[src/rtl/mdio_slave_pkg.sv]
package mdio_slave_pkg;

    typedef enum logic [2:0] {
        MS_HUNT,
        MS_START,
        MS_OP,
        MS_PHY,
        MS_REG,
        MS_TURN,
        MS_DATA
    } mdio_phase_e;

    // True when a register index has storage behind it.
    function automatic logic reg_present(input int unsigned idx,
                                         input int unsigned std_last,
                                         input int unsigned vend_first,
                                         input int unsigned vend_last);
        return (idx <= std_last) || ((idx >= vend_first) && (idx <= vend_last));
    endfunction

endpackage

[src/rtl/mdio_strap_latch.sv]
module mdio_strap_latch #(
    parameter int SW = 3,
    parameter int AW = 5
) (
    input  logic          clk,
    input  logic          rst_n,
    input  logic [SW-1:0] strap,
    output logic [AW-1:0] phy_addr
);

    logic [SW-1:0] addr_d, addr_q;

    // Track the straps during reset, freeze once reset is released.
    always_comb begin
        addr_d = addr_q;
        if (!rst_n) begin
            addr_d = strap;
        end
    end

    always_ff @(posedge clk) begin
        addr_q <= addr_d;
    end

    assign phy_addr = AW'(addr_q);

endmodule

[src/rtl/mdio_regfile.sv]
module mdio_regfile
    import mdio_slave_pkg::*;
#(
    parameter int AW         = 5,
    parameter int DW         = 16,
    parameter int STD_LAST   = 6,
    parameter int VEND_FIRST = 16,
    parameter int BYP_REG    = 17,
    parameter int BYP_BIT    = 3
) (
    input  logic          clk,
    input  logic          rst_n,
    input  logic          wr_en,
    input  logic [AW-1:0] wr_addr,
    input  logic [DW-1:0] wr_data,
    input  logic [AW-1:0] rd_addr,
    output logic [DW-1:0] rd_data,
    output logic          bypass
);

    localparam int NREG      = 1 << AW;
    localparam int VEND_LAST = NREG - 1;

    logic [DW-1:0] view [NREG];

    for (genvar i = 0; i < NREG; i++) begin : g_reg
        if (reg_present(i, STD_LAST, VEND_FIRST, VEND_LAST)) begin : g_store
            logic [DW-1:0] val_d, val_q;

            always_comb begin
                val_d = val_q;
                if (!rst_n) begin
                    val_d = '0;
                end else if (wr_en && (wr_addr == AW'(i))) begin
                    val_d = wr_data;
                end
            end

            always_ff @(posedge clk) begin
                val_q <= val_d;
            end

            assign view[i] = val_q;
        end else begin : g_hole
            assign view[i] = '1;
        end
    end

    assign rd_data = view[rd_addr];
    assign bypass  = view[BYP_REG][BYP_BIT];

endmodule

[src/rtl/mdio_frame_fsm.sv]
module mdio_frame_fsm
    import mdio_slave_pkg::*;
#(
    parameter int AW      = 5,
    parameter int DW      = 16,
    parameter int PRE_LEN = 32
) (
    input  logic          clk,
    input  logic          rst_n,
    input  logic          mdio_i,
    input  logic [AW-1:0] phy_addr,
    input  logic          bypass,
    input  logic [DW-1:0] rd_data,
    output logic [AW-1:0] rd_addr,
    output logic          wr_en,
    output logic [AW-1:0] wr_addr,
    output logic [DW-1:0] wr_data,
    output logic          frame_read,
    output logic          frame_match,
    output logic          mdio_o,
    output logic          mdio_oe
);

    localparam int OW = $clog2(PRE_LEN + 1);
    localparam int CW = $clog2(DW);

    typedef struct packed {
        mdio_phase_e   ph;
        logic [OW-1:0] ones;
        logic [CW-1:0] cnt;
        logic          rd;
        logic [AW-1:0] phy;
        logic [AW-1:0] ra;
        logic          hit;
        logic [DW-1:0] sh;
        logic          out;
        logic          oe;
    } fsm_t;

    fsm_t s_d, s_q;

    always_comb begin
        s_d = s_q;
        unique case (s_q.ph)
            MS_HUNT: begin
                if (mdio_i) begin
                    if (s_q.ones != OW'(PRE_LEN)) begin
                        s_d.ones = s_q.ones + 1'b1;
                    end
                end else if (s_q.ones == OW'(PRE_LEN)) begin
                    s_d.ph   = MS_START;
                    s_d.ones = '0;
                end else begin
                    s_d.ones = '0;
                end
            end
            MS_START: begin
                s_d.cnt = '0;
                s_d.ph  = mdio_i ? MS_OP : MS_HUNT;
            end
            MS_OP: begin
                if (s_q.cnt == '0) begin
                    s_d.rd  = mdio_i;
                    s_d.cnt = CW'(1);
                end else begin
                    s_d.cnt = '0;
                    // Only 10 (read) and 01 (write) are legal.
                    s_d.ph  = (s_q.rd != mdio_i) ? MS_PHY : MS_HUNT;
                end
            end
            MS_PHY: begin
                s_d.phy = {s_q.phy[AW-2:0], mdio_i};
                if (s_q.cnt == CW'(AW - 1)) begin
                    s_d.cnt = '0;
                    s_d.ph  = MS_REG;
                end else begin
                    s_d.cnt = s_q.cnt + 1'b1;
                end
            end
            MS_REG: begin
                s_d.ra = {s_q.ra[AW-2:0], mdio_i};
                if (s_q.cnt == CW'(AW - 1)) begin
                    s_d.cnt = '0;
                    s_d.ph  = MS_TURN;
                    s_d.hit = bypass || (s_q.phy == phy_addr);
                    s_d.sh  = rd_data;
                end else begin
                    s_d.cnt = s_q.cnt + 1'b1;
                end
            end
            MS_TURN: begin
                if (s_q.cnt == '0) begin
                    s_d.cnt = CW'(1);
                    if (s_q.rd) begin
                        s_d.oe  = s_q.hit;
                        s_d.out = 1'b0;
                    end else if (!mdio_i) begin
                        s_d.ph = MS_HUNT;
                    end
                end else begin
                    s_d.cnt = '0;
                    if (s_q.rd) begin
                        s_d.ph  = MS_DATA;
                        s_d.out = s_q.oe & s_q.sh[DW-1];
                        s_d.sh  = {s_q.sh[DW-2:0], 1'b0};
                    end else begin
                        s_d.ph = mdio_i ? MS_HUNT : MS_DATA;
                    end
                end
            end
            MS_DATA: begin
                if (s_q.rd) begin
                    s_d.out = s_q.oe & s_q.sh[DW-1];
                    s_d.sh  = {s_q.sh[DW-2:0], 1'b0};
                end else begin
                    s_d.sh = {s_q.sh[DW-2:0], mdio_i};
                end
                if (s_q.cnt == CW'(DW - 1)) begin
                    s_d.cnt  = '0;
                    s_d.ph   = MS_HUNT;
                    s_d.ones = '0;
                    s_d.oe   = 1'b0;
                    s_d.out  = 1'b0;
                end else begin
                    s_d.cnt = s_q.cnt + 1'b1;
                end
            end
            default: begin
                s_d.ph = MS_HUNT;
            end
        endcase

        if (!rst_n) begin
            s_d      = '0;
            s_d.ph   = MS_HUNT;
        end
    end

    always_ff @(posedge clk) begin
        s_q <= s_d;
    end

    assign rd_addr     = {s_q.ra[AW-2:0], mdio_i};
    assign wr_en       = (s_q.ph == MS_DATA) && !s_q.rd && s_q.hit
                         && (s_q.cnt == CW'(DW - 1));
    assign wr_addr     = s_q.ra;
    assign wr_data     = {s_q.sh[DW-2:0], mdio_i};
    assign frame_read  = s_q.rd;
    assign frame_match = s_q.hit;
    assign mdio_o      = s_q.out;
    assign mdio_oe     = s_q.oe;

endmodule

[src/rtl/mdio_slave.sv]
module mdio_slave #(
    parameter int STRAP_W    = 3,
    parameter int AW         = 5,
    parameter int DW         = 16,
    parameter int PRE_LEN    = 32,
    parameter int STD_LAST   = 6,
    parameter int VEND_FIRST = 16,
    parameter int BYP_REG    = 17,
    parameter int BYP_BIT    = 3
) (
    input  logic               mdc,
    input  logic               rst_n,
    input  logic [STRAP_W-1:0] phyad_strap,
    input  logic               mdio_i,
    output logic               mdio_o,
    output logic               mdio_oe
);

    logic [AW-1:0] phy_addr;
    logic [AW-1:0] rd_addr;
    logic [AW-1:0] wr_addr;
    logic [DW-1:0] rd_data;
    logic [DW-1:0] wr_data;
    logic          wr_en;
    logic          bypass;
    logic          frame_read;
    logic          frame_match;

    mdio_strap_latch #(
        .SW (STRAP_W),
        .AW (AW)
    ) u_strap (
        .clk      (mdc),
        .rst_n    (rst_n),
        .strap    (phyad_strap),
        .phy_addr (phy_addr)
    );

    mdio_regfile #(
        .AW         (AW),
        .DW         (DW),
        .STD_LAST   (STD_LAST),
        .VEND_FIRST (VEND_FIRST),
        .BYP_REG    (BYP_REG),
        .BYP_BIT    (BYP_BIT)
    ) u_regs (
        .clk     (mdc),
        .rst_n   (rst_n),
        .wr_en   (wr_en),
        .wr_addr (wr_addr),
        .wr_data (wr_data),
        .rd_addr (rd_addr),
        .rd_data (rd_data),
        .bypass  (bypass)
    );

    mdio_frame_fsm #(
        .AW      (AW),
        .DW      (DW),
        .PRE_LEN (PRE_LEN)
    ) u_fsm (
        .clk         (mdc),
        .rst_n       (rst_n),
        .mdio_i      (mdio_i),
        .phy_addr    (phy_addr),
        .bypass      (bypass),
        .rd_data     (rd_data),
        .rd_addr     (rd_addr),
        .wr_en       (wr_en),
        .wr_addr     (wr_addr),
        .wr_data     (wr_data),
        .frame_read  (frame_read),
        .frame_match (frame_match),
        .mdio_o      (mdio_o),
        .mdio_oe     (mdio_oe)
    );

endmodule

[config.mk]
export PLATFORM = sky130hd
export DESIGN_NAME = mdio_slave
export DESIGN_NICKNAME = d
export VERILOG_FILES = /design/src/rtl/mdio_slave_pkg.sv /design/src/rtl/mdio_strap_latch.sv /design/src/rtl/mdio_regfile.sv /design/src/rtl/mdio_frame_fsm.sv /design/src/rtl/mdio_slave.sv
export SDC_FILE = /design/constraint.sdc
export NUM_CORES = 1
export LEC_CHECK = 0
export ABC_AREA = 1
export BUFFER_PORTS_ARGS = -buffer_cell sky130_fd_sc_hd__buf_2
export CAP_MARGIN = 20
export CORE_MARGIN = 2
export CORE_UTILIZATION = 64
export DETAILED_ROUTE_END_ITERATION = 8
export GPL_TIMING_DRIVEN = 0
export PLACE_DENSITY_LB_ADDON = 0.12
export SLEW_MARGIN = 5
export SYNTH_ARGS = -nofsm -noshare
export SYNTH_HDL_FRONTEND = slang
export SYNTH_SLANG_ARGS = --single-unit
[constraint.sdc]
create_clock -name mdc -period 2.65 [get_ports mdc]
set_clock_uncertainty 0.15 [all_clocks]
set_input_delay 0.53 -clock mdc [delete_from_list [all_inputs] [get_ports mdc]]
set_output_delay 0.53 -clock mdc [all_outputs]
set_load 0.03 [all_outputs]
==> impl_metrics.toml <==
[run_status]
status = "finished, final reports clean"

[worst_hold_path]
hp-class = "input pin to flip-flop"

[cts]
cts_tree = "yes"
clkTransAtPathRegs_ns = 0.06
cts.htree.levels = 2
numCtsBuffers = 44
clock_sinks = 414
clk_path_buf_depth = 3
clk_latency_ns = 0.55
cts-root-buf = "clkbuf_16"
ctsHoldBuffers = 0

[routing]
drc = 0
routed_via_density = 5.91
initialDrtViolationCount = 2629
postRouteAntennaNets = 0
vias = 19674
first_pass_iters = 8
wl_per_cell_um = 20.4
finalWirelength_mm = 67.8

[sta]
tightest_slew_ns = 1.15
drv_slew = 0
fmax_mhz = 378
finalCritPeriodShare = 0.999
fin_crit_ns = 2.65
hold_ws_ns = 0.0121
rsz0062_at_grt = "yes"
hold_viol = 0
setup_violations = 0
max_slew_margin = 0.231

[finish]
instances_no_fill = 3328
syn2layout_area_growth_pct = 11.2
drive_above_1_share = 0.0585
fin_util = 0.720
final_cell_mix = "nand2_1 (534), dfxtp_1 (411), inv_1 (410), a21oi_1 (342), o21ai_0 (297)"
fin_nets = 2918
mostFrequentLayoutCell = "nand2_1"
antennaDiodeCount = 0

[power_and_ir_drop]
finalPower_w = 0.0133
power.density_nw_per_um2 = 627
peakVddDrop_v = 0.000627
cellLeakagePower_nw = 8.74

[critical_path]
crit_slowest_cell = "buf_2"
critPathKind = "input pin to flip-flop"
crit_path_end_kind = "flip-flop"
crit_family = "buffers and inverters"
crit_chain = "buf_2, buf_2, clkinv_1, buf_2, buf_2, nand2_1, nand3_1, nand2_1, nor2_1, nor2_1, nor2_1, nand2_1, nand2_1, a21oi_1"
slowest_delay_ns = 0.37
worstPathArrival_ns = 2.88
worst-path-buf-inv = 5
worstPathRequired_ns = 2.89
worstPathMaxFanout = 10
critPathLaunchType = "input pin"

[die]
fp.coreArea_um2 = 29500
die_x_um = 177
boundaryPins = 8
dieArea_um2 = 31200
die_y_um = 177
rows = 63
initial_core_util = 0.648

[yosys]
avgSynthCellArea_um2 = 6.69
ys_ff_latch = 414
syn_area_um2 = 19100
syn-num-nets = 2865
ys_warn_count = 0
ys_seq_area_frac = 0.436
syn-instance-count = 2854
yosysUniqueCellTypes = 31

[place]
dpl.cell_count = 3250
portBuffers = 6
gp_congestion = 1.06
hpwl_mm = 48.7

[grt]
grt_max_degree = 14
grt_pass1_wl_mm = 101
grt.overflow.total = 0
grt_pass1_vias = 17775
grt_antenna_before_repair = 0
grt_use_total = 0.424

[job]
max-cap-violations = 0
sequential cells by signal, indices dropped and copies added (netlist names):
register	count
u_fsm.wr_addr	5
u_fsm.mdio_o	1
u_regs.g.g_store.val_q	368
u_fsm.wr_data	15
u_fsm.s_q	19
u_strap.addr_q	3
u_fsm.mdio_oe	1
u_fsm.frame_match	1
u_fsm.frame_read	1
cells by family after synthesis:
logic type,after synthesis,share of synthesized area
adders and majority gates,5,0.00328
AOI/OAI and AO/OA,744,0.207
DFF,414,0.436
and+or+nand+nor,1054,0.226
xor gates and xnor gates,2,0.000917
buffers and inverters,635,0.127
report_power, final:
group	total [W]	leakage [nW]	internal, W	switching [W]
Clock	0.00642	0.723	0.00386	0.00256
Sequential	0.00624	3.34	0.00624	0.00000356
Combinational	0.000647	4.68	0.000157	0.000491
Total	0.0133	8.74	0.0102	0.00306
cell type report:
class                      count  area, um^2
clock buffer                  67        1300
timing repair buffer           7        50.0
inverter                     415        1560
clock inverter                10         184
sequential                   414        8320
buffer                       220         926
tap                          390         488
fill                        2493        8250
multi-input combinational   1805        8400
worst reg2reg max path, delay by kind of cell (launching register included):
| family | cells | cell delay (ns) |
|---|---|---|
| buffers and inverters | 1 | 0.36 |
| AOI/OAI and AO/OA | 2 | 0.33 |
| and+or+nand+nor | 5 | 1.02 |
| DFF | 1 | 0.37 |
| adders and majority gates | 1 | 0.22 |
cells in the mapped netlist:
cell type,n,area [um^2]
nand2_1,536,2010
nand3_1,202,1010
inv_1,410,1540
nor3_1,8,40.0
nor2_2,9,56.3
xnor2_1,1,8.76
nand3_4,2,35.0
dfxtp_1,411,8230
clkinv_1,3,11.3
o21ai_1,13,65.1
a21oi_1,342,1710
nand3_2,1,10.0
ha_1,5,62.6
a211oi_1,82,616
nand4_1,3,18.8
o2111ai_1,1,8.76
o211ai_1,5,37.5
edfxtp_1,3,90.1
nor2_4,2,22.5
o21ai_0,297,1490
or2_2,6,37.5
a31oi_1,2,12.5
nor2_1,284,1070
buf_1,11,41.3
inv_2,2,7.51
clkbuf_1,173,649
o21ai_2,1,8.76
and2_1,1,6.26
buf_2,36,180
xor2_1,1,8.76
o21bai_1,1,7.51
routing by layer:
metal / global-route usage / share of wire / up-vias
met5: 0 / 0 / -
met4: 0.239 / 0.060 / 0
met3: 0.0889 / 0.12 / 231
met2: 0.641 / 0.43 / 1228
met1: 0.564 / 0.40 / 9008
li1: - / - / 9207
final timing paths:
path | start | end | slack (ns) | cells past startpoint
worst min-delay path | phyad_strap[1] | u_strap.addr_q[1]$_DFFE_PN_ | 0.01 | 1
worst min register to register | u_regs.g_reg[6].g_store.val_q[7]$_SDFFE_PN0P_ | u_regs.g_reg[6].g_store.val_q[7]$_SDFFE_PN0P_ | 0.29 | 2
worst max register to register | u_fsm.s_q[30]$_SDFFE_PN0P_ | u_regs.g_reg[22].g_store.val_q[14]$_SDFFE_PN0P_ | 0.07 | 9
worst max-delay path | mdio_i | u_fsm.wr_data[2]$_SDFFE_PN0P_ | 0.004 | 14
stage by stage:
stage / worst slack (ns) / TNS (ns) / cell area, um^2
final: 0.00360 / 0 / 21200
after CTS: 0.00259 / 0 / 21100
after global placement: -0.914 / -22.81 / 19600
after floorplan: 0.527 / 0 / 19100
after detailed placement: -0.919 / -26.34 / 19600
after global routing: -0.0173 / -0.0663 / 21200
repair_timing:
action                                 CTS  global route
pin swaps                                0             1
resized for setup                       16            57
buffers inserted                         0             1
cloned                                   0             0
endpoints found under the hold margin    0             0
setup endpoints to repair               80           161
No activity file was read; power rests on OpenSTA's default activity.
